## src/rtl/dsp_arith_pkg.sv

```systemverilog
package dsp_arith_pkg;

    localparam int DW = 16;          // data width
    localparam int GW = DW + 1;      // guarded width
    localparam int OPW = 4;          // operation code width

    typedef enum logic [OPW-1:0] {
        OP_ADD = 4'd0,
        OP_SUB = 4'd1,
        OP_ABS = 4'd2,
        OP_CMP = 4'd3,
        OP_NEG = 4'd4,
        OP_INC = 4'd5,
        OP_DEC = 4'd6,
        OP_AVG = 4'd7,
        OP_MAX = 4'd8,
        OP_MIN = 4'd9,
        OP_DTA = 4'd10,
        OP_ADT = 4'd11
    } op_e;

    // Operands as presented to the shared adder.
    typedef struct packed {
        logic [GW-1:0] x;
        logic [GW-1:0] y;
        logic          cin;
    } addin_t;

    typedef struct packed {
        logic cs;   // carry or saturation
        logic sg;   // sign
        logic zr;   // zero
    } flags_t;

    // Copy bit 15 into the guard position.
    function automatic logic [GW-1:0] gext(input logic [DW-1:0] v);
        return {v[DW-1], v};
    endfunction

    // Magnitude of a guarded value.
    function automatic logic [GW-1:0] gabs(input logic [GW-1:0] v);
        return v[GW-1] ? (~v + {{(GW-1){1'b0}}, 1'b1}) : v;
    endfunction

    // Clamp a guarded value to the data range: returns {clamped, value}.
    function automatic logic [DW:0] sat_fit(input logic [GW-1:0] v);
        logic [DW:0] r;
        if (v[GW-1] != v[DW-1])
            r = {1'b1, v[GW-1] ? {1'b1, {(DW-1){1'b0}}} : {1'b0, {(DW-1){1'b1}}}};
        else
            r = {1'b0, v[DW-1:0]};
        return r;
    endfunction

endpackage

```

## src/rtl/dsp_arith_pre.sv

```systemverilog
module dsp_arith_pre
    import dsp_arith_pkg::*;
(
    input  logic [DW-1:0]  a_i,
    input  logic [DW-1:0]  b_i,
    input  logic [OPW-1:0] op_i,
    input  logic           cin_i,
    output addin_t         add_o
);
    localparam logic [GW-1:0] K_ZERO = '0;
    localparam logic [GW-1:0] K_ONE  = {{(GW-1){1'b0}}, 1'b1};
    localparam logic [GW-1:0] K_MONE = '1;

    logic [GW-1:0] ga, gb;

    assign ga = gext(a_i);
    assign gb = gext(b_i);

    always_comb begin
        add_o.x   = ga;
        add_o.y   = K_ZERO;
        add_o.cin = 1'b0;
        case (op_i)
            OP_ADD: begin
                add_o.y   = gb;
                add_o.cin = cin_i;
            end
            OP_SUB, OP_CMP, OP_MAX, OP_MIN, OP_ADT: begin
                add_o.y   = ~gb;
                add_o.cin = 1'b1;
            end
            OP_ABS: begin
                add_o.x   = a_i[DW-1] ? ~ga : ga;
                add_o.cin = a_i[DW-1];
            end
            OP_NEG: begin
                add_o.x   = ~ga;
                add_o.cin = 1'b1;
            end
            OP_INC: add_o.y = K_ONE;
            OP_DEC: add_o.y = K_MONE;
            OP_AVG: add_o.y = gb;
            OP_DTA: begin
                add_o.x   = gabs(ga);
                add_o.y   = ~gabs(gb);
                add_o.cin = 1'b1;
            end
            default: ;
        endcase
    end

endmodule

```

## src/rtl/dsp_guard_adder.sv

```systemverilog
module dsp_guard_adder
    import dsp_arith_pkg::*;
(
    input  addin_t        add_i,
    output logic [GW-1:0] sum_o,
    output logic          c16_o
);
    // The carry-in rides in an extra LSB slot: x gets a 1 appended and y gets
    // cin appended, so bit 0 generates a carry exactly when cin is 1.
    localparam int AW = GW + 1;

    logic [AW-1:0] wide;

    assign wide  = {add_i.x, 1'b1} + {add_i.y, add_i.cin};
    assign sum_o = wide[AW-1:1];
    // Carry into the guard position equals carry out of the data MSB.
    assign c16_o = sum_o[GW-1] ^ add_i.x[GW-1] ^ add_i.y[GW-1];

    always_comb begin
        // the bit-slot adder matches a direct guarded sum
        a_r1_adder_sum: assert (sum_o == add_i.x + add_i.y + {{(GW-1){1'b0}}, add_i.cin})
            else $error("guarded adder sum mismatch");
    end

endmodule

```

## src/rtl/dsp_arith_post.sv

```systemverilog
module dsp_arith_post
    import dsp_arith_pkg::*;
(
    input  logic [DW-1:0]  a_i,
    input  logic [DW-1:0]  b_i,
    input  logic [OPW-1:0] op_i,
    input  logic [GW-1:0]  sum_i,
    input  logic           c16_i,
    output logic [DW-1:0]  res_o,
    output flags_t         flg_o
);
    logic [DW:0] clamp;
    logic        a_lt_b;
    logic        sat_op;

    assign a_lt_b = sum_i[GW-1];
    assign clamp  = (op_i == OP_ADT) ? sat_fit(gabs(sum_i)) : sat_fit(sum_i);
    assign sat_op = (op_i == OP_ABS) || (op_i == OP_NEG) || (op_i == OP_INC) ||
                    (op_i == OP_DEC) || (op_i == OP_DTA) || (op_i == OP_ADT);

    always_comb begin
        res_o     = a_i;
        flg_o.cs  = 1'b0;
        case (op_i)
            OP_ADD, OP_SUB: begin
                res_o    = sum_i[DW-1:0];
                flg_o.cs = c16_i;
            end
            OP_ABS, OP_NEG, OP_INC, OP_DEC, OP_DTA, OP_ADT: begin
                res_o    = clamp[DW-1:0];
                flg_o.cs = clamp[DW];
            end
            OP_AVG: res_o = sum_i[GW-1:1];
            OP_MAX: res_o = a_lt_b ? b_i : a_i;
            OP_MIN: res_o = a_lt_b ? a_i : b_i;
            OP_CMP: flg_o.cs = c16_i;
            default: ;
        endcase
        if (op_i == OP_CMP) begin
            flg_o.sg = a_lt_b;
            flg_o.zr = (sum_i == '0);
        end else begin
            flg_o.sg = res_o[DW-1];
            flg_o.zr = (res_o == '0);
        end
    end

    always_comb begin
        // magnitudes never come out negative
        if (op_i == OP_ABS || op_i == OP_ADT)
            a_r3_abs_nonneg: assert (res_o[DW-1] == 1'b0) else $error("negative magnitude");
        // a clamp event leaves only a range extreme
        if (sat_op && flg_o.cs)
            a_r6_sat_extreme: assert (res_o == {1'b0, {(DW-1){1'b1}}} || res_o == {1'b1, {(DW-1){1'b0}}})
                else $error("clamp left a non-extreme value");
        // maximum and minimum bound both operands
        if (op_i == OP_MAX)
            a_r8_max_bound: assert ($signed(res_o) >= $signed(a_i) && $signed(res_o) >= $signed(b_i))
                else $error("max below an operand");
        if (op_i == OP_MIN)
            a_r8_min_bound: assert ($signed(res_o) <= $signed(a_i) && $signed(res_o) <= $signed(b_i))
                else $error("min above an operand");
        // average lies between the operands
        if (op_i == OP_AVG)
            a_r7_avg_between: assert (($signed(res_o) >= $signed(a_i) || $signed(res_o) >= $signed(b_i)) &&
                                      ($signed(res_o) <= $signed(a_i) || $signed(res_o) <= $signed(b_i)))
                else $error("average outside operand span");
    end

endmodule

```

## src/rtl/dsp_arith_unit.sv

```systemverilog
module dsp_arith_unit
    import dsp_arith_pkg::*;
(
    input  logic [15:0] a_i,
    input  logic [15:0] b_i,
    input  logic [3:0]  op_i,
    input  logic        cin_i,
    output logic [15:0] res_o,
    output logic        carry_sat_o,
    output logic        sign_o,
    output logic        zero_o
);
    addin_t        add_w;
    logic [GW-1:0] sum_w;
    logic          c16_w;
    flags_t        flg_w;

    dsp_arith_pre u_pre (
        .a_i   (a_i),
        .b_i   (b_i),
        .op_i  (op_i),
        .cin_i (cin_i),
        .add_o (add_w)
    );

    dsp_guard_adder u_add (
        .add_i (add_w),
        .sum_o (sum_w),
        .c16_o (c16_w)
    );

    dsp_arith_post u_post (
        .a_i   (a_i),
        .b_i   (b_i),
        .op_i  (op_i),
        .sum_i (sum_w),
        .c16_i (c16_w),
        .res_o (res_o),
        .flg_o (flg_w)
    );

    assign carry_sat_o = flg_w.cs;
    assign sign_o      = flg_w.sg;
    assign zero_o      = flg_w.zr;

    always_comb begin
        // unused codes pass A through without a carry
        if (op_i > 4'd11)
            a_r12_unused_pass: assert (res_o == a_i && !carry_sat_o) else $error("unused code altered A");
        // sign flag tracks result MSB outside compare
        if (op_i != 4'd3)
            a_r11_sign_msb: assert (sign_o == res_o[15]) else $error("sign flag off result MSB");
    end

endmodule

```

## config.mk

```make
export PLATFORM = sky130hd
export DESIGN_NAME = dsp_arith_unit
export DESIGN_NICKNAME = d
export VERILOG_FILES = /design/src/rtl/dsp_arith_pkg.sv /design/src/rtl/dsp_arith_pre.sv /design/src/rtl/dsp_guard_adder.sv /design/src/rtl/dsp_arith_post.sv /design/src/rtl/dsp_arith_unit.sv
export SDC_FILE = /design/constraint.sdc
export NUM_CORES = 1
export LEC_CHECK = 0
export ABC_AREA = 1
export BUFFER_PORTS_ARGS = -buffer_cell sky130_fd_sc_hd__buf_2
export CORE_UTILIZATION = 35
export DETAILED_ROUTE_END_ITERATION = 8
export PLACE_DENSITY_LB_ADDON = 0.3
export SYNTH_ARGS = -nofsm -noshare
export SYNTH_HDL_FRONTEND = slang
export SYNTH_SLANG_ARGS = --single-unit
```

## constraint.sdc

```tcl
create_clock -name vclk -period 5.7
set_clock_uncertainty 0.2 [all_clocks]
set_input_delay 0.855 -clock vclk [all_inputs]
set_output_delay 0.855 -clock vclk [all_outputs]
set_load 0.1 [all_outputs]
```

==> results of run 1 <==
-- area by class of cell --
type	count	area, sq um
fill	1143	4038
inverter	140	603.1
multi-input combinational	720	4473
timing repair inverter	1	7.507
timing repair buffer	332	2830
tap	168	210.2
-- logic make-up (layout without fill, tap and decap cells) --
family	after synthesis	after routing	synth area share [%]
adder cells (fa/ha/maj)	21	21	6.091
XOR/XNOR	16	16	3.497
buffers and inverters	168	473	14.61
AND/OR/NAND/NOR	475	476	48.51
AO/OA/AOI/OAI	207	207	27.30
-- metal layers --
metal	vias up	global-route usage, %	wire (um)
li1	3580	-	-
met1	3489	48.03	9704
met2	504	59.03	10770
met3	118	1.218	2247
met4	0	15.76	1508
met5	-	0	0
-- synth_stat cells, drive strengths merged (9+ instances only) --
| cell | number |
|---|---|
| nand3 | 72 |
| o211ai | 9 |
| ha | 20 |
| nand4 | 19 |
| xor2 | 12 |
| o21ai | 80 |
| o2111ai | 15 |
| buf | 11 |
| nand2 | 261 |
| clkbuf | 17 |
| inv | 137 |
| nor2 | 90 |
| nor3 | 22 |
| a21oi | 74 |
-- path summary, 6_finish.rpt --
check,from,to,slack [ns],cells past startpoint
max,b_i[1],zero_o,-0.96,36
min,op_i[2],carry_sat_o,2.25,7
-- power by group through the flow --
| stage | Clock [mW] | Sequential, mW | Combinational [mW] |
|---|---|---|---|
| after global routing | 0 | 0 | 1.93 |
| final | 0 | 0 | 1.83 |
| after CTS | 0 | 0 | 1.67 |
| after floorplan | 0 | 0 | 0.836 |
| after global placement | 0 | 0 | 1.50 |
| after detailed placement | 0 | 0 | 1.51 |
-- worst max-delay path: cells and delay by family --
kind / cells / cell delay (ns)
buffers and inverters: 10 / 1.20
adder cells (fa/ha/maj): 2 / 0.49
AO/OA/AOI/OAI: 3 / 0.56
AND/OR/NAND/NOR: 21 / 2.46
-- repair_timing --
action / CTS / global route
setup endpoints to repair: 19 / 19
resized for setup: 115 / 101
pin swaps: 29 / 68
gates cloned: 2 / 0
buffers inserted: 17 / 23
==> flow_summary_export.csv, run 1 <==
group,metric,value,unit
status,status,"complete, but fails checks",
status,violations,"negative setup slack",
setup_path,cpPeakStageDelay,0.36,ns
synthesis,synth.distinct_cells,48,
finish,final_common_cell,"buf_4",
floorplan,start_util,36.48,%
global_route,gr-total-overflow,0,
detailed_routing,drtPass1Iterations,6,
setup_path,critPathRequiredTime,4.64,ns
global_route,grt_max_degree,37,
setup_path,end_kind,"output pin",
floorplan,dieArea,0.01313,sq mm
placed_design,dp_hpwl,18.70,mm
pwr,powerDensity,225.1,mW/mm^2
timing,worst_slack,-0.9610,ns
finish,fin_cells,1361,
timing,rsz0062_at_grt,"true",
synthesis,synth_cells,887,
synthesis,synth_top_area_cell,"nand2_1",
detailed_routing,wire_per_inst,17.80,um
detailed_routing,final_antenna_net_count,0,
timing,setup_viol,19,
timing,finalHoldViolations,0,
detailed_routing,vias,7691,
setup_path,critical_path.max_fanout,17,
cts,hold_buffers,0,
global_route,grt_use_total,35.62,%
finish,nets,1253,
timing,relSlewSlack,56.63,%
finish,regArea,0,sq um
finish,drive_gt1_share,44.51,%
synthesis,synth.cell_area,0.004437,sq mm
timing,whs,2.253,ns
floorplan,core.rowCount,40,
placed_design,dp_slack,-1.140,ns
placed_design,place_congestion,1.059,
global_route,grt_pass1_vias,6920,
finish,final_util,66.80,%
pwr,p_seq_share,0,%
setup_path,crit_type,"primary input to output pin",
synthesis,syn_nets,945,
detailed_routing,route.detailed.drc,0,
job,maxCapViolCount,0,
timing,fin_crit_sh,116.9,%
detailed_routing,finalWirelength,24.23,mm
setup_path,cp.arrival,5.61,ns
synthesis,syn_area_per_cell,5.002,sq um
detailed_routing,drt_iter0_drc,1054,
pwr,combPwrFrac,100.0,%
floorplan,core-area,0.01216,sq mm
finish,layout-area-overhead-vs-synth,83.11,%
pwr,irDropWorstVdd,0.00009373,V
finish,numSequentialCells,0,
hold_path,hp-class,"primary input to output pin",
pwr,swShare,58.56,%
floorplan,die_w,114.6,um
finish,fin_area,0.008124,sq mm
timing,worst_pin_slew,0.6482,ns
finish,nClkBuffers,0,
floorplan,die-height,114.6,um
synthesis,ys_seq_area_share,0,%
detailed_routing,viasPerCell,5.651,
pwr,internal_power,0.7580,mW
setup_path,critPathSlowestCell,"ha_1",
finish,diodes,0,
pwr,p_leak,4.054,nW
global_route,antenna_found_initial,0,
synthesis,ys_warn_count,0,
pwr,power,1.829,mW
placed_design,io_buffers,56,
placed_design,placed_cell_area,0.007049,sq mm
setup_path,start_kind,"primary input",
pwr,p_clk_share,0,%
synthesis,ys_top_cells_by_area,"nand2_1 20%, inv_1 11%, o21ai_0 8.5%, a21oi_1 8.1%, nand3_1 7.3%",
timing,max_freq,150.1,MHz
floorplan,top_level_ports,56,
timing,layout_min_cycle_time,6.661,ns
placed_design,dp.cells,1328,
timing,fin_tns_setup,-13.53,ns
pwr,switchingPower,1.071,mW
synthesis,synth.top_cell.area_share,20.14,%
setup_path,crit_top_cell,"nand2_2",
timing,maxSlewViolCount,0,
finish,mostFrequentLayoutCells,"240 x buf_4, 202 x nand2_1, 102 x inv_1",
global_route,grt_pass1_wl,36.45,mm
(Power assumes the default switching activity.)
==> run 2: changes to the inputs <==
- ABC_CLOCK_PERIOD_IN_PS: unset -> 5700
- CELL_PAD_IN_SITES_DETAIL_PLACEMENT: unset -> 2
- CELL_PAD_IN_SITES_GLOBAL_PLACEMENT: unset -> 2
- CORE_UTILIZATION: 35 -> 27
==> run 2 against run 1 <==
Synthesized cell count is the same. The run now fails in detailed placement (3_5_place_dp). Area after synthesis is the same.
==> flow_summary_export.csv, run 2 <==
group,metric,value,unit
synthesis,ys_warn_count,0,
synthesis,ys_top_cells_by_count,"238 x nand2_1, 126 x inv_1, 81 x nor2_1",
synthesis,post-synth-top-count-cell,"nand2_1",
placed_design,dp_hpwl,29.73,mm
synthesis,synth_top_area_cell,"nand2_1",
synthesis,ys_top_cells_by_area,"nand2_1 20%, inv_1 11%, o21ai_0 8.5%, a21oi_1 8.1%, nand3_1 7.3%",
synthesis,synth.top_cell.area_share,20.14,%
synthesis,synth.distinct_cells,48,
floorplan,die_w,130.2,um
status,status,"did not finish",
synthesis,syn_nets,945,
synthesis,syn_area_per_cell,5.002,sq um
placed_design,io_buffers,56,
synthesis,synth.cell_area,0.004437,sq mm
status,failing_step,"detailed placement (3_5_place_dp)",
synthesis,synth_cells,887,
placed_design,place_congestion,0.9728,
floorplan,top_level_ports,56,
floorplan,die-height,130.2,um
status,firstError,"[ERROR DPL-0033] detailed placement checks failed during check placement.",
floorplan,start_util,27.83,%
synthesis,ys_seq_area_share,0,%
floorplan,core.rowCount,46,
## run 2: cell counts after synthesis
Identical to the previous run, type by type.
## run 2: cells by family after synthesis
kind of cell	Yosys count	synth area share (%)
and+or+nand+nor	475	48.51
buffers and inverters	168	14.61
adders and majority gates	21	6.091
AOI/OAI and AO/OA	207	27.30
xor gates and xnor gates	16	3.497
## run 2: metrics by stage
step / hold WS [ns] / cell area (sq um) / worst slack [ns]
after floorplan: 1.944 / 4553 / -0.4488
after global placement: 2.256 / 7300 / -0.9477
==> run 3: changes to the inputs <==
- ABC_CLOCK_PERIOD_IN_PS: 5700 -> 7410
- CELL_PAD_IN_SITES_DETAIL_PLACEMENT: 2 -> unset
- CELL_PAD_IN_SITES_GLOBAL_PLACEMENT: 2 -> unset
- CORE_UTILIZATION: 27 -> 20
- PLACE_DENSITY_LB_ADDON: 0.3 -> 0.15
- clock period: 5.7 -> 7.41 ns (I/O delays scaled with it)
==> run 3 against run 2 <==
The flow now finishes without violations.
==> flow_summary_export.csv, run 3 (synthesized netlist as in run 1, its figures left out) <==
group,metric,value,unit
timing,rsz0062_at_grt,"true",
finish,numSequentialCells,0,
global_route,antenna_found_initial,0,
floorplan,die_w,150.9,um
finish,layout-area-overhead-vs-synth,46.90,%
finish,regArea,0,sq um
finish,final_common_cell,"nand2_1",
global_route,grt_pass1_vias,5977,
detailed_routing,final_antenna_net_count,0,
placed_design,dp_hpwl,19.11,mm
detailed_routing,vias,6496,
floorplan,start_util,20.39,%
floorplan,core.rowCount,54,
floorplan,dieArea,0.02278,sq mm
setup_path,start_kind,"primary input",
finish,diodes,0,
pwr,irDropWorstVdd,0.00007662,V
setup_path,cp.arrival,5.89,ns
finish,mostFrequentLayoutCells,"231 x nand2_1, 122 x inv_1, 119 x buf_4",
pwr,p_leak,3.282,nW
timing,relSlewSlack,23.82,%
setup_path,crit_type,"primary input to output pin",
cts,hold_buffers,0,
finish,drive_gt1_share,27.38,%
setup_path,crit_path_end,"zero_o",
floorplan,top_level_ports,56,
timing,maxSlewViolCount,0,
detailed_routing,drt_iter0_drc,582,
setup_path,critical_path.max_fanout,9,
floorplan,core-area,0.02176,sq mm
hold_path,hp-class,"primary input to output pin",
detailed_routing,wire_per_inst,17.50,um
placed_design,io_buffers,56,
timing,whs,2.666,ns
setup_path,cpPeakStageDelay,0.39,ns
timing,finalHoldViolations,0,
placed_design,place_congestion,0.9062,
detailed_routing,finalWirelength,23.12,mm
floorplan,die-height,150.9,um
detailed_routing,route.detailed.drc,0,
finish,nets,1101,
finish,n_fill_cell,2523,
detailed_routing,drtPass1Iterations,5,
status,status,"finished, final reports clean",
timing,fin_crit_sh,97.19,%
detailed_routing,viasPerCell,4.917,
finish,nClkBuffers,0,
global_route,gr-total-overflow,0,
setup_path,critPathRequiredTime,6.10,ns
setup_path,critPathLaunch,"b_i[2]",
global_route,grt_pass1_wl,34.78,mm
global_route,grt_use_total,19.86,%
setup_path,critPathSlowestCell,"ha_1",
timing,max_freq,138.9,MHz
timing,fin_tns_setup,0,ns
setup_path,end_kind,"output pin",
global_route,grt_max_degree,34,
setup_path,crit_top_cell,"inv_1",
timing,worst_pin_slew,1.140,ns
timing,setup_viol,0,
pwr,powerDensity,180.0,mW/mm^2
timing,layout_min_cycle_time,7.202,ns
job,maxCapViolCount,0,
run 3: where the power goes:
group          switching [mW]  internal, mW  total, mW
clock network               0             0          0
logic                   0.724         0.449       1.17
registers                   0             0          0
run 3: worst min path at each step:
stage	start	end	slack (ns)	cells past startpoint
after floorplan	a_i[11]	res_o[11]	2.51	3
after detailed placement	op_i[2]	carry_sat_o	2.67	5
after CTS	op_i[2]	carry_sat_o	2.67	5
after global routing	op_i[2]	carry_sat_o	2.70	5
after global placement	op_i[2]	carry_sat_o	2.67	5
final	op_i[2]	carry_sat_o	2.67	5
run 3: final cells by class:
type | count | area, sq um | share of cell area [%]
inverters | 140 | 528.0 | 8.101
repair buffers | 181 | 1584 | 24.30
well taps | 280 | 350.3 | 5.375
multi-input cells | 720 | 4055 | 62.22
run 3: per-stage QoR:
stage / power, mW / utilization [%] / setup WS (ns) / instance area, sq um / instances
floorplan: 0.6260 / - / 0.1549 / 4444 / 887
CTS: 1.087 / 28.30 / 0.03260 / 6156 / 1308
global route: 1.259 / 29.96 / -0.2521 / 6518 / 1321
finish: 1.173 / 29.96 / 0.2083 / 6518 / 1321
detailed placement: 1.081 / 28.13 / -0.1680 / 6121 / 1307
global placement: 1.088 / 28.13 / -0.2562 / 6121 / 1307
run 3: metal layers:
| metal | vias up | track usage [%] | wire length [um] |
|---|---|---|---|
| met4 | 0 | 3.900 | 544 |
| met3 | 27 | 0.6325 | 1171 |
| met2 | 227 | 32.48 | 10410 |
| li1 | 3287 | - | - |
| met1 | 2955 | 28.81 | 10990 |
| met5 | - | 0 | 0 |
run 3: repair_timing:
item / 4_1_cts / 5_1_grt
pin swaps: 1 / 14
endpoints found under the hold margin: 0 / 0
cloned: 0 / 3
buffers inserted: 1 / 11
resized for setup: 5 / 61
endpoints found under the setup margin: 3 / 19
run 3: critical path: cells and delay by family:
kind / cells / cell delay [ns]
and+or+nand+nor: 22 / 2.55
AOI/OAI and AO/OA: 4 / 0.55
adders and majority gates: 1 / 0.39
buffers and inverters: 13 / 1.26
==> run 4: changes to the inputs <==
- RECOVER_POWER: unset -> 25
==> run 4 against run 3 <==
Global-route usage stayed put. Fmax about the same. Count of clock-buffer cells in the layout unchanged. Die area unchanged. Critical endpoint unchanged. First-iteration DRC count down 2.7%. Utilization shrank 0.069 points. Routed wire length barely moved.
==> flow_summary_export.csv, run 4 (synthesized netlist as in run 1, its figures left out) <==
group,metric,value,unit
placed_design,dp.cells,1307,
detailed_routing,viasPerCell,4.938,
setup_path,critPathLaunch,"b_i[2]",
timing,relSlewSlack,23.36,%
global_route,grt_max_degree,34,
pwr,power,1.169,mW
finish,regArea,0,sq um
finish,nets,1101,
job,maxCapViolCount,0,
detailed_routing,final_antenna_net_count,0,
global_route,grt_pass1_vias,5977,
hold_path,min_from,"op_i[1]",
pwr,powerDensity,179.7,mW/mm^2
setup_path,start_kind,"primary input",
finish,numSequentialCells,0,
timing,fin_crit_sh,97.21,%
cts,hold_buffers,0,
pwr,p_leak,3.278,nW
finish,final_common_cell,"nand2_1",
floorplan,die-height,150.9,um
setup_path,cp.arrival,5.89,ns
finish,mostFrequentLayoutCells,"231 x nand2_1, 122 x inv_1, 119 x buf_4",
timing,finalHoldViolations,0,
global_route,antenna_found_initial,0,
finish,drive_gt1_share,27.38,%
pwr,irDropWorstVdd,0.00007662,V
setup_path,cpPeakStageDelay,0.39,ns
timing,whs,2.742,ns
timing,maxSlewViolCount,0,
finish,fin_area,0.006502,sq mm
pwr,p_clk_share,0,%
hold_path,holdPathStages,6,
floorplan,core.rowCount,54,
global_route,grt_pass1_wl,34.78,mm
finish,layout-area-overhead-vs-synth,46.56,%
timing,layout_min_cycle_time,7.203,ns
setup_path,critical_path.max_fanout,9,
floorplan,core-area,0.02176,sq mm
pwr,p_seq_share,0,%
timing,max_freq,138.8,MHz
timing,rsz0062_at_grt,"true",
detailed_routing,route.detailed.drc,0,
placed_design,dp_hpwl,19.11,mm
setup_path,crit_top_cell,"inv_1",
pwr,swShare,61.87,%
detailed_routing,wire_per_inst,17.49,um
placed_design,io_buffers,56,
floorplan,start_util,20.39,%
hold_path,min_to,"zero_o",
global_route,grt_use_total,19.86,%
finish,fin_cells,1321,
timing,worst_pin_slew,1.147,ns
pwr,switchingPower,0.7231,mW
floorplan,die_w,150.9,um
detailed_routing,vias,6523,
hold_path,hp-class,"primary input to output pin",
placed_design,place_congestion,0.9062,
setup_path,end_kind,"output pin",
status,status,"finished, final reports clean",
timing,fin_tns_setup,0,ns
placed_design,placed_cell_area,0.006121,sq mm
finish,nClkBuffers,0,
setup_path,critPathRequiredTime,6.10,ns
pwr,internal_power,0.4457,mW
global_route,gr-total-overflow,0,
setup_path,critPathBufInv,13,
timing,setup_viol,0,
detailed_routing,drtPass1Iterations,5,
detailed_routing,finalWirelength,23.11,mm
floorplan,top_level_ports,56,
floorplan,dieArea,0.02278,sq mm
finish,n_fill_cell,2525,
setup_path,crit_type,"primary input to output pin",
finish,diodes,0,
setup_path,critPathSlowestCell,"ha_1",
pwr,combPwrFrac,100.0,%
detailed_routing,drt_iter0_drc,566,
setup_path,crit_family,"simple AND/OR/NAND/NOR gates",
finish,multi_input_area,0.004055,sq mm
## run 4: cell count changes in the layout (fill, tap and decap cells not counted), sizes merged
cell and change:
buf -1, clkbuf +1
## run 4: power by group through the flow
stage               Clock (mW)  Combinational [mW]  Sequential, mW
floorplan                    0               0.626               0
global placement             0                1.09               0
detailed placement           0                1.08               0
CTS                          0                1.09               0
global route                 0                1.25               0
finish                       0                1.17               0
## run 4: how the worst max path moves through the flow
stage                        endpoint  slack (ns)  cells past startpoint
final                          zero_o        0.21                     40
after global routing           zero_o       -0.25                     40
after CTS                      zero_o        0.03                     42
after detailed placement       zero_o       -0.17                     40
after global placement         zero_o       -0.26                     39
after floorplan           carry_sat_o        0.15                     24
## run 4: area by class of cell
type | instances | area share (%)
inverter | 140 | 8.120
multi-input combinational | 720 | 62.36
tap | 280 | 5.388
timing repair buffer | 181 | 24.13
## run 4: repair_timing
action | in CTS | in global routing
resized for setup | 5 | 61
cloned | 0 | 3
setup buffers | 1 | 11
endpoints found under the setup margin | 3 | 19
pin swaps | 1 | 14
## run 4: stage by stage
stage | setup WS (ns) | utilization [%]
2_1_floorplan | 0.1549 | -
3_3_place_gp | -0.2562 | 28.13
3_5_place_dp | -0.1680 | 28.13
4_1_cts | 0.03260 | 28.30
5_1_grt | -0.2521 | 29.89
6_report | 0.2068 | 29.89
## run 4: per-layer routing
layer	GRT usage, %	up-vias	part of all wire, %
met2	32.48	225	45
li1	-	3286	-
met5	0	-	0
met4	3.900	0	2.4
met1	28.81	2985	48
met3	0.6325	27	5.0
## run 4: tightest hold or removal path: stages
cell and delay, ns:
buf_2 0.14, nand2_1 0.11, nor2_1 0.07, nand3b_1 0.14
nand2_2 0.09, buf_12 0.16
